<file path="src/rtl/fe_deser_pkg.sv">
package fe_deser_pkg;
    localparam int WORD_W = 24;
    localparam int ID_W   = 4;
    localparam int OUT_W  = WORD_W + ID_W;

    typedef logic [WORD_W-1:0] word_t;
    typedef logic [ID_W-1:0]   chip_id_t;
    typedef logic [OUT_W-1:0]  out_word_t;
endpackage

</file>
<file path="src/rtl/fe_deser_shift.sv">
module fe_deser_shift
    import fe_deser_pkg::*;
#(
    parameter int LANES = 2
) (
    input  logic             clk_i,
    input  logic             rst_i,
    input  logic [LANES-1:0] lanes_i,
    output word_t            window_o
);
    typedef struct packed {
        word_t sr;
    } shift_st_t;

    shift_st_t        st_d, st_q;
    logic [LANES-1:0] grp;

    // lane 0 lands in the most significant bit of the group
    generate
        for (genvar i = 0; i < LANES; i++) begin : g_lane
            assign grp[LANES-1-i] = lanes_i[i];
        end
    endgenerate

    always_comb begin
        st_d    = st_q;
        st_d.sr = {st_q.sr[WORD_W-LANES-1:0], grp};
    end

    assign window_o = st_d.sr;

    always_ff @(posedge clk_i) begin
        if (rst_i) st_q <= '0;
        else       st_q <= st_d;
    end
endmodule

</file>
<file path="src/rtl/fe_deser_align.sv">
module fe_deser_align
    import fe_deser_pkg::*;
#(
    parameter int    LANES      = 2,
    parameter word_t SYNC_PAT   = 24'h5AC3E1,
    parameter word_t FRAME_MASK = 24'h800000,
    parameter word_t FRAME_VAL  = 24'h800000
) (
    input  logic      clk_i,
    input  logic      rst_i,
    input  word_t     window_i,
    input  chip_id_t  chip_id_i,
    output out_word_t word_o,
    output logic      valid_o,
    output logic      sync_o,
    output logic      aligned_o
);
    localparam int GROUPS = WORD_W / LANES;
    localparam int CNT_W  = $clog2(GROUPS);
    localparam logic [CNT_W-1:0] LAST = CNT_W'(GROUPS - 1);

    typedef struct packed {
        logic [CNT_W-1:0] cnt;
        logic             aligned;
        logic             miss;
        out_word_t        word;
        logic             valid;
        logic             sync;
    } align_st_t;

    align_st_t st_d, st_q;
    logic      is_sync;
    logic      in_frame;

    assign is_sync  = (window_i == SYNC_PAT);
    assign in_frame = is_sync || ((window_i & FRAME_MASK) == FRAME_VAL);

    always_comb begin
        st_d       = st_q;
        st_d.valid = 1'b0;
        st_d.sync  = 1'b0;
        if (!st_q.aligned) begin
            // hunting: any group offset may complete the pattern
            if (is_sync) begin
                st_d.aligned = 1'b1;
                st_d.miss    = 1'b0;
                st_d.cnt     = '0;
                st_d.valid   = 1'b1;
                st_d.sync    = 1'b1;
                st_d.word    = {chip_id_i, window_i};
            end
        end else if (st_q.cnt == LAST) begin
            st_d.cnt = '0;
            if (in_frame) begin
                st_d.valid = 1'b1;
                st_d.sync  = is_sync;
                st_d.miss  = 1'b0;
                st_d.word  = {chip_id_i, window_i};
            end else if (st_q.miss) begin
                st_d.aligned = 1'b0;
                st_d.miss    = 1'b0;
            end else begin
                st_d.miss = 1'b1;
            end
        end else begin
            st_d.cnt = st_q.cnt + 1'b1;
        end
    end

    always_ff @(posedge clk_i) begin
        if (rst_i) st_q <= '0;
        else       st_q <= st_d;
    end

    assign word_o    = st_q.word;
    assign valid_o   = st_q.valid;
    assign sync_o    = st_q.sync;
    assign aligned_o = st_q.aligned;
endmodule

</file>
<file path="src/rtl/fe_word_deser.sv">
module fe_word_deser
    import fe_deser_pkg::*;
#(
    parameter int    LANES      = 2,
    parameter word_t SYNC_PAT   = 24'h5AC3E1,
    parameter word_t FRAME_MASK = 24'h800000,
    parameter word_t FRAME_VAL  = 24'h800000
) (
    input  logic             clk_i,
    input  logic             rst_i,
    input  logic [LANES-1:0] lanes_i,
    input  logic [3:0]       chip_id_i,
    output logic [27:0]      word_o,
    output logic             valid_o,
    output logic             sync_o,
    output logic             aligned_o
);
    word_t window;

    fe_deser_shift #(.LANES(LANES)) u_shift (
        .clk_i    (clk_i),
        .rst_i    (rst_i),
        .lanes_i  (lanes_i),
        .window_o (window)
    );

    fe_deser_align #(
        .LANES      (LANES),
        .SYNC_PAT   (SYNC_PAT),
        .FRAME_MASK (FRAME_MASK),
        .FRAME_VAL  (FRAME_VAL)
    ) u_align (
        .clk_i     (clk_i),
        .rst_i     (rst_i),
        .window_i  (window),
        .chip_id_i (chip_id_i),
        .word_o    (word_o),
        .valid_o   (valid_o),
        .sync_o    (sync_o),
        .aligned_o (aligned_o)
    );
endmodule

</file>
<file path="config.mk">
export PLATFORM = sky130hd
export DESIGN_NAME = fe_word_deser
export DESIGN_NICKNAME = d
export VERILOG_FILES = /design/src/rtl/fe_deser_pkg.sv /design/src/rtl/fe_deser_shift.sv /design/src/rtl/fe_deser_align.sv /design/src/rtl/fe_word_deser.sv
export SDC_FILE = /design/constraint.sdc
export NUM_CORES = 1
export LEC_CHECK = 0
export CAP_MARGIN = 40
export CORE_MARGIN = 3
export CORE_UTILIZATION = 46
export CTS_CLUSTER_SIZE = 40
export DETAILED_ROUTE_END_ITERATION = 8
export PLACE_DENSITY = 0.7
export SLEW_MARGIN = 10
export SYNTH_ARGS = -nofsm -noshare
export SYNTH_HDL_FRONTEND = slang
export SYNTH_SLANG_ARGS = --single-unit
</file>
<file path="constraint.sdc">
create_clock -name clk_i -period 2 [get_ports clk_i]
set_input_delay 0.4 -clock clk_i [delete_from_list [all_inputs] [get_ports clk_i]]
set_output_delay 0.4 -clock clk_i [all_outputs]
set_load 0.01 [all_outputs]
</file>
==> Yosys cells after proc, flatten, opt, wreduce, memory -nomap -nowiden <==
Cells that the tools add are included.
{ "word_totals": {"in_bits": 8, "word_cells": 24, "out_inout_bits": 31, "ff_bits": 58} }
{ "op_classes": {"n_addsub": 1, "mux": 8, "reduce_logical": 4, "n_eq_ne": 4} }
{ "op_table": {"columns": ["operator", "count"], "rows": [
  ["36-bit two-way mux", 2],
  ["32-bit two-way mux", 1],
  ["30-bit two-way mux", 1],
  ["24-bit by 23-bit == test with 1-bit output, second input constant", 1],
  ["4-bit by 1-bit adder with 4-bit output, second input constant", 1],
  ["4-bit == test, second input constant", 1],
  ["4-bit two-way mux", 1],
  ["2-bit != test, second input constant", 2],
  ["1-bit two-way mux", 3],
  ["3-bit AND reduction", 1],
  ["2-bit AND reduction", 1],
  ["2-bit nonzero test", 1],
  ["1-bit logical OR", 1]
]} }

==> Longest topological paths before layout <==
{ "depth": {"word_depth": 5, "ltp_mapped": 8, "depth_no_buf": 6} }

==> Cells and area by module <==
Synthesis repeated with hierarchy kept, for this count alone.
{ "hier_totals": {"cells_unflattened": 250, "area_unflattened_um2": 2551.2} }
{ "by_module_without_submodules": {"columns": ["mod", "seq_area_each_um2", "area_per_inst_um2", "n_inst", "cells_each"], "rows": [
  ["fe_deser_align", 720.7, 1895.6, 1, 202],
  ["fe_deser_shift", 440.4, 655.6, 1, 48]
]} }

==> Worst setup path after synthesis <==
OpenSTA, ideal clock, no wires.
{ "synth_timing": {"kind": "reg-to-reg", "startpoint": "reg u_align.st_q[32] in the netlist's numbering", "endpoint": "reg u_align.st_q (netlist bit u_align.word_o[10])", "period_less_slack_ns": 1.845, "setup_ns": 0.121, "n_path_buf": 3, "path_slack_ns": 0.155, "t_required_ns": 1.879, "path_stages_with_launch": 9, "arrival_time_ns": 1.723, "cell_sequence": "dfxtp_1 ha_1 nand3b_4 and2_1 clkbuf_1 o22a_1 buf_6 buf_12 mux2_4"} }
{ "synth_between": {"elab_chain_cells": 3} }
{ "synth_rtl": {"columns": ["item", "line_no", "source"], "rows": [
  ["start, declared", "fe_deser_align.sv:31", "align_st_t st_d, st_q;"],
  ["start signal, assigned", "fe_deser_align.sv:72", "else st_q <= st_d;"],
  ["4-bit == test", "fe_deser_align.sv:52", "end else if (st_q.cnt == LAST) begin"],
  ["2-bit != test (no source line)", null, null],
  ["3-bit AND reduction (no source line)", null, null]
]} }
Every way passes these cells.
A chain may end at the register's enable or synchronous reset.

==> Worst setup path after layout <==
{ "layout_timing": {"startpoint": "in lanes_i[0]", "endpoint": "reg u_align.st_q (netlist bit u_align.word_o[18])"} }
{ "layout_between": {"elab_chain_cells": 4, "elab_cells_between_ends": 5, "classes_between": "eq/ne: 2; reduce/logical: 3"} }
{ "layout_rtl": {"columns": ["item", "line_no", "source"], "rows": [
  ["start, declared", "fe_word_deser.sv:11", "input logic [LANES-1:0] lanes_i,"],
  ["24-bit by 23-bit == test with 1-bit output (*)", "fe_deser_align.sv:35", "assign is_sync = (window_i == SYNC_PAT);"],
  ["1-bit logical OR", "fe_deser_align.sv:36", "assign in_frame = is_sync || ((window_i & FRAME_MASK) == FRAME_VAL);"],
  ["2-bit != test (no source line)", null, null],
  ["3-bit AND reduction (no source line) (*)", null, null]
]} }
Mark *: on every way between the ends. The rest lies on a longest branch, timed or not.

==> metrics.md <==
| Metric | Value |
|---|---|
| Status | `finished clean` |
| Sequential Power Share | `48.6%` |
| Max rail drop VDD | `0.0003833 V` |
| Synthesized net count | `233` |
| Final setup viols | `0` |
| Synthesis-to-layout area growth | `18.22%` |
| Dpl cell area | `2670 sq um` |
| Initial antenna violation count | `0` |
| Non-filler cells, final | `312` |
| Cells after Synth | `224` |
| CTS clk-pin slew, worst paths | `0.06 ns` |
| CP required | `2.22 ns` |
| Initial Utilization | `49.47%` |
| Peak Freq | `529.2 MHz` |
| XOR/XNOR Fraction of Synth Area | `0%` |
| CP Launch Type | `primary input` |
| Pwr Total | `2.397 mW` |
| Adder-Cell Fraction of Synth Area | `0.5118%` |
| Switching share of power | `20.04%` |
| First-pass GRT wire length | `6.382 mm` |
| Crit-path slowest cell | `clkdlybuf4s50_1` |
| Via Count | `1440` |
| Int Pwr | `1.916 mW` |
| GRT Total Usage | `13.70%` |
| Number of global-route vias before repair | `1458` |
| CP arrival | `2.11 ns` |
| Gpl congestion | `0.7253` |
| Synth Register Bits | `58` |
| Sw Pwr | `0.4803 mW` |
| Core Util, Final | `58.48%` |
| Fin Clk Skew | `0.009470 ns` |
| Mux contribution to synthesized area | `14.33%` |
| RSZ-0062 raised after global routing | `true` |
| Largest family of logic cells by synthesized area | `simple AND/OR/NAND/NOR gates` |
| Total grt overflow | `0` |
| TritonRoute pass-1 iters | `3` |
| Core box area | `4942 sq um` |
| Combinational power share | `2.0%` |
| Detail Route Antenna Nets | `0` |
| Tcrit/Tclk final | `94.48%` |
| Worst Setup End Kind | `flop` |
| Setup_tns | `0 ns` |
| Post-Route WL | `3.742 mm` |
| Die area | `6226 sq um` |
| TritonCTS clock tree | `yes` |
| Synthesized-area fraction occupied by and/or/nand/nor cells | `23.03%` |
| Placed Cells | `296` |
| Place WS | `-0.2974 ns` |
| Nets@finish | `249` |
| IO Count | `39` |
| Die Wd | `78.91 um` |
| R2r setup slk | `0.17 ns` |
| DR iter-0 viols | `65` |
| Hold-fix buffers, CTS | `0` |
| Synth Area in Compound Gates | `2.559%` |
| Antenna diodes | `0` |
| WL per Instance | `11.99 um` |
| Final Hold Violating Endpoints | `0` |
| Largest net degree at the start of global routing | `64` |
| Pin slew with the least headroom to its limit | `0.2716 ns` |
| Worst hold slack | `0.4708 ns` |
| CTS root buf | `clkbuf_8` |
| Syn Area/Cell | `10.91 sq um` |
| Clk pwr share | `49.4%` |
| Leakage | `1.201 nW` |
| Num rows | `25` |
| TritonCTS buffer count | `9` |
| Port buffer count | `38` |
| Die height | `78.91 um` |
| Placed wire-length estimate | `2.418 mm` |
| Max Cap Viol | `0` |
| Clock Path Buffers | `2` |
| Seq/Total Area, Yosys | `47.49%` |
| PnR worst setup slack | `0.1103 ns` |
| Sink Count | `58` |
| Crit-path max cell delay | `0.44 ns` |
| Most common cell after layout, fill and taps aside | `dfxtp_1` |
| Final Cell Area | `2890 sq um` |
| Residual DRC count | `0` |
| Relative slew margins | `81.90%` |
| Worst min path class | `reg -> reg` |
| Netlist cell types | `32` |
| Period minus WS final | `1.890 ns` |
| Avg Vias per Cell | `4.615` |
| Most frequent cells in the layout | `58 x dfxtp_1, 45 x nor2b_1, 37 x clkdlybuf4s50_1` |
| Final slew viol count | `0` |
| Crit Path Category | `in -> reg` |
| Worst-Skew Late Latency | `0.34 ns` |
| CP Max Fanout | `10` |
| # H-tree levels | `3` |
| Cells along the critical path | `clkdlybuf4s50_1 -> nor4b_2 -> and4_1 -> nand2_2 -> o22a_1 -> buf_4 -> mux2_4` |
| Share of layout cells above drive strength 1 | `20.41%` |
| Mapped cell area | `2445 sq um` |
| Ys Warns | `0` |
| Pwr/cell area | `829.2 nW/um^2` |
-- kinds of logic after synthesis --
logic type | after synthesis
AOI/OAI and AO/OA | 11
buffers and inverters | 40
and+or+nand+nor | 87
DFF | 58
muxes | 27
adders and majority gates | 1
-- power groups by stage --
stage          registers, mW  clock network, mW  logic, mW
6_report                1.17               1.18     0.0485
5_1_grt                 1.16               1.27     0.0535
4_1_cts                 1.17               1.21     0.0493
3_5_place_dp            1.19                  0     0.0491
3_3_place_gp            1.19                  0     0.0487
2_1_floorplan           1.19                  0     0.0274
-- cell type report --
type / instances / area [sq um]
Fill cell: 443 / 2052
Sequential cell: 58 / 1161
Multi-Input combinational cell: 126 / 989.7
Timing Repair Buffer: 44 / 432.9
Clock buffer: 11 / 141.4
Tap cell: 67 / 83.83
Clock inverter: 5 / 77.57
Inverter: 1 / 3.754
-- worst max-delay path, delay by kind of cell --
family | cells | cell delay, ns
AOI/OAI and AO/OA | 1 | 0.19
buffers and inverters | 2 | 0.64
muxes | 1 | 0.30
and+or+nand+nor | 3 | 0.56
-- metal layers --
layer / up-vias / global-route usage [%] / wire [um]
met3: 10 / 5.669 / 184
met5: - / 0 / 0
met4: 0 / 10.31 / 106
met1: 658 / 16.36 / 1841
met2: 30 / 19.52 / 1610
li1: 742 / - / -
-- flip-flops by register name, summed over array words and instances (netlist names) --
name               count
u_align.aligned_o      1
u_align.st_q           5
u_align.sync_o         1
u_align.valid_o        1
u_align.word_o        28
u_shift.st_q          22
-- cells in the mapped netlist --
cell type | instances | area share [%]
o31a_1 | 1 | 0.36
nand3b_1 | 1 | 0.31
inv_1 | 1 | 0.15
nand3b_4 | 1 | 0.82
nor3_1 | 2 | 0.41
dfxtp_1 | 58 | 47
nor4bb_1 | 1 | 0.41
a21oi_1 | 7 | 1.4
and2_1 | 1 | 0.26
clkbuf_1 | 8 | 1.2
and4bb_1 | 1 | 0.51
o22a_1 | 1 | 0.36
mux2i_1 | 5 | 2.0
o21ai_0 | 2 | 0.41
nor2_1 | 6 | 0.92
buf_12 | 2 | 1.6
nor4b_2 | 1 | 0.61
nand3_1 | 3 | 0.61
nor4_4 | 1 | 0.87
ha_1 | 1 | 0.51
nor2b_1 | 45 | 12
nand2_1 | 8 | 1.2
buf_4 | 28 | 8.6
nand2b_1 | 11 | 2.8
mux2_4 | 14 | 8.6
and4bb_2 | 1 | 0.51
mux2_2 | 8 | 3.7
and4_1 | 1 | 0.36
nand4b_1 | 1 | 0.36
buf_6 | 1 | 0.46
nor4_1 | 1 | 0.26
nand2_2 | 1 | 0.26
-- final timing paths --
check	start	to	depth (start not counted)
worst max-delay path	lanes_i[0]	u_align.word_o[18]	7
worst min-delay path	u_align.word_o[22]	u_align.word_o[22]	2
worst max register to register	u_align.st_q[32]	u_align.word_o[18]	6
worst min register to register	u_align.word_o[22]	u_align.word_o[22]	2
-- what timing repair did --
item                                    CTS  global route
gates resized for setup                   0             1
buffers inserted                          0             0
endpoints found under the setup margin    0            22
Power figures use the tool's default switching activity.
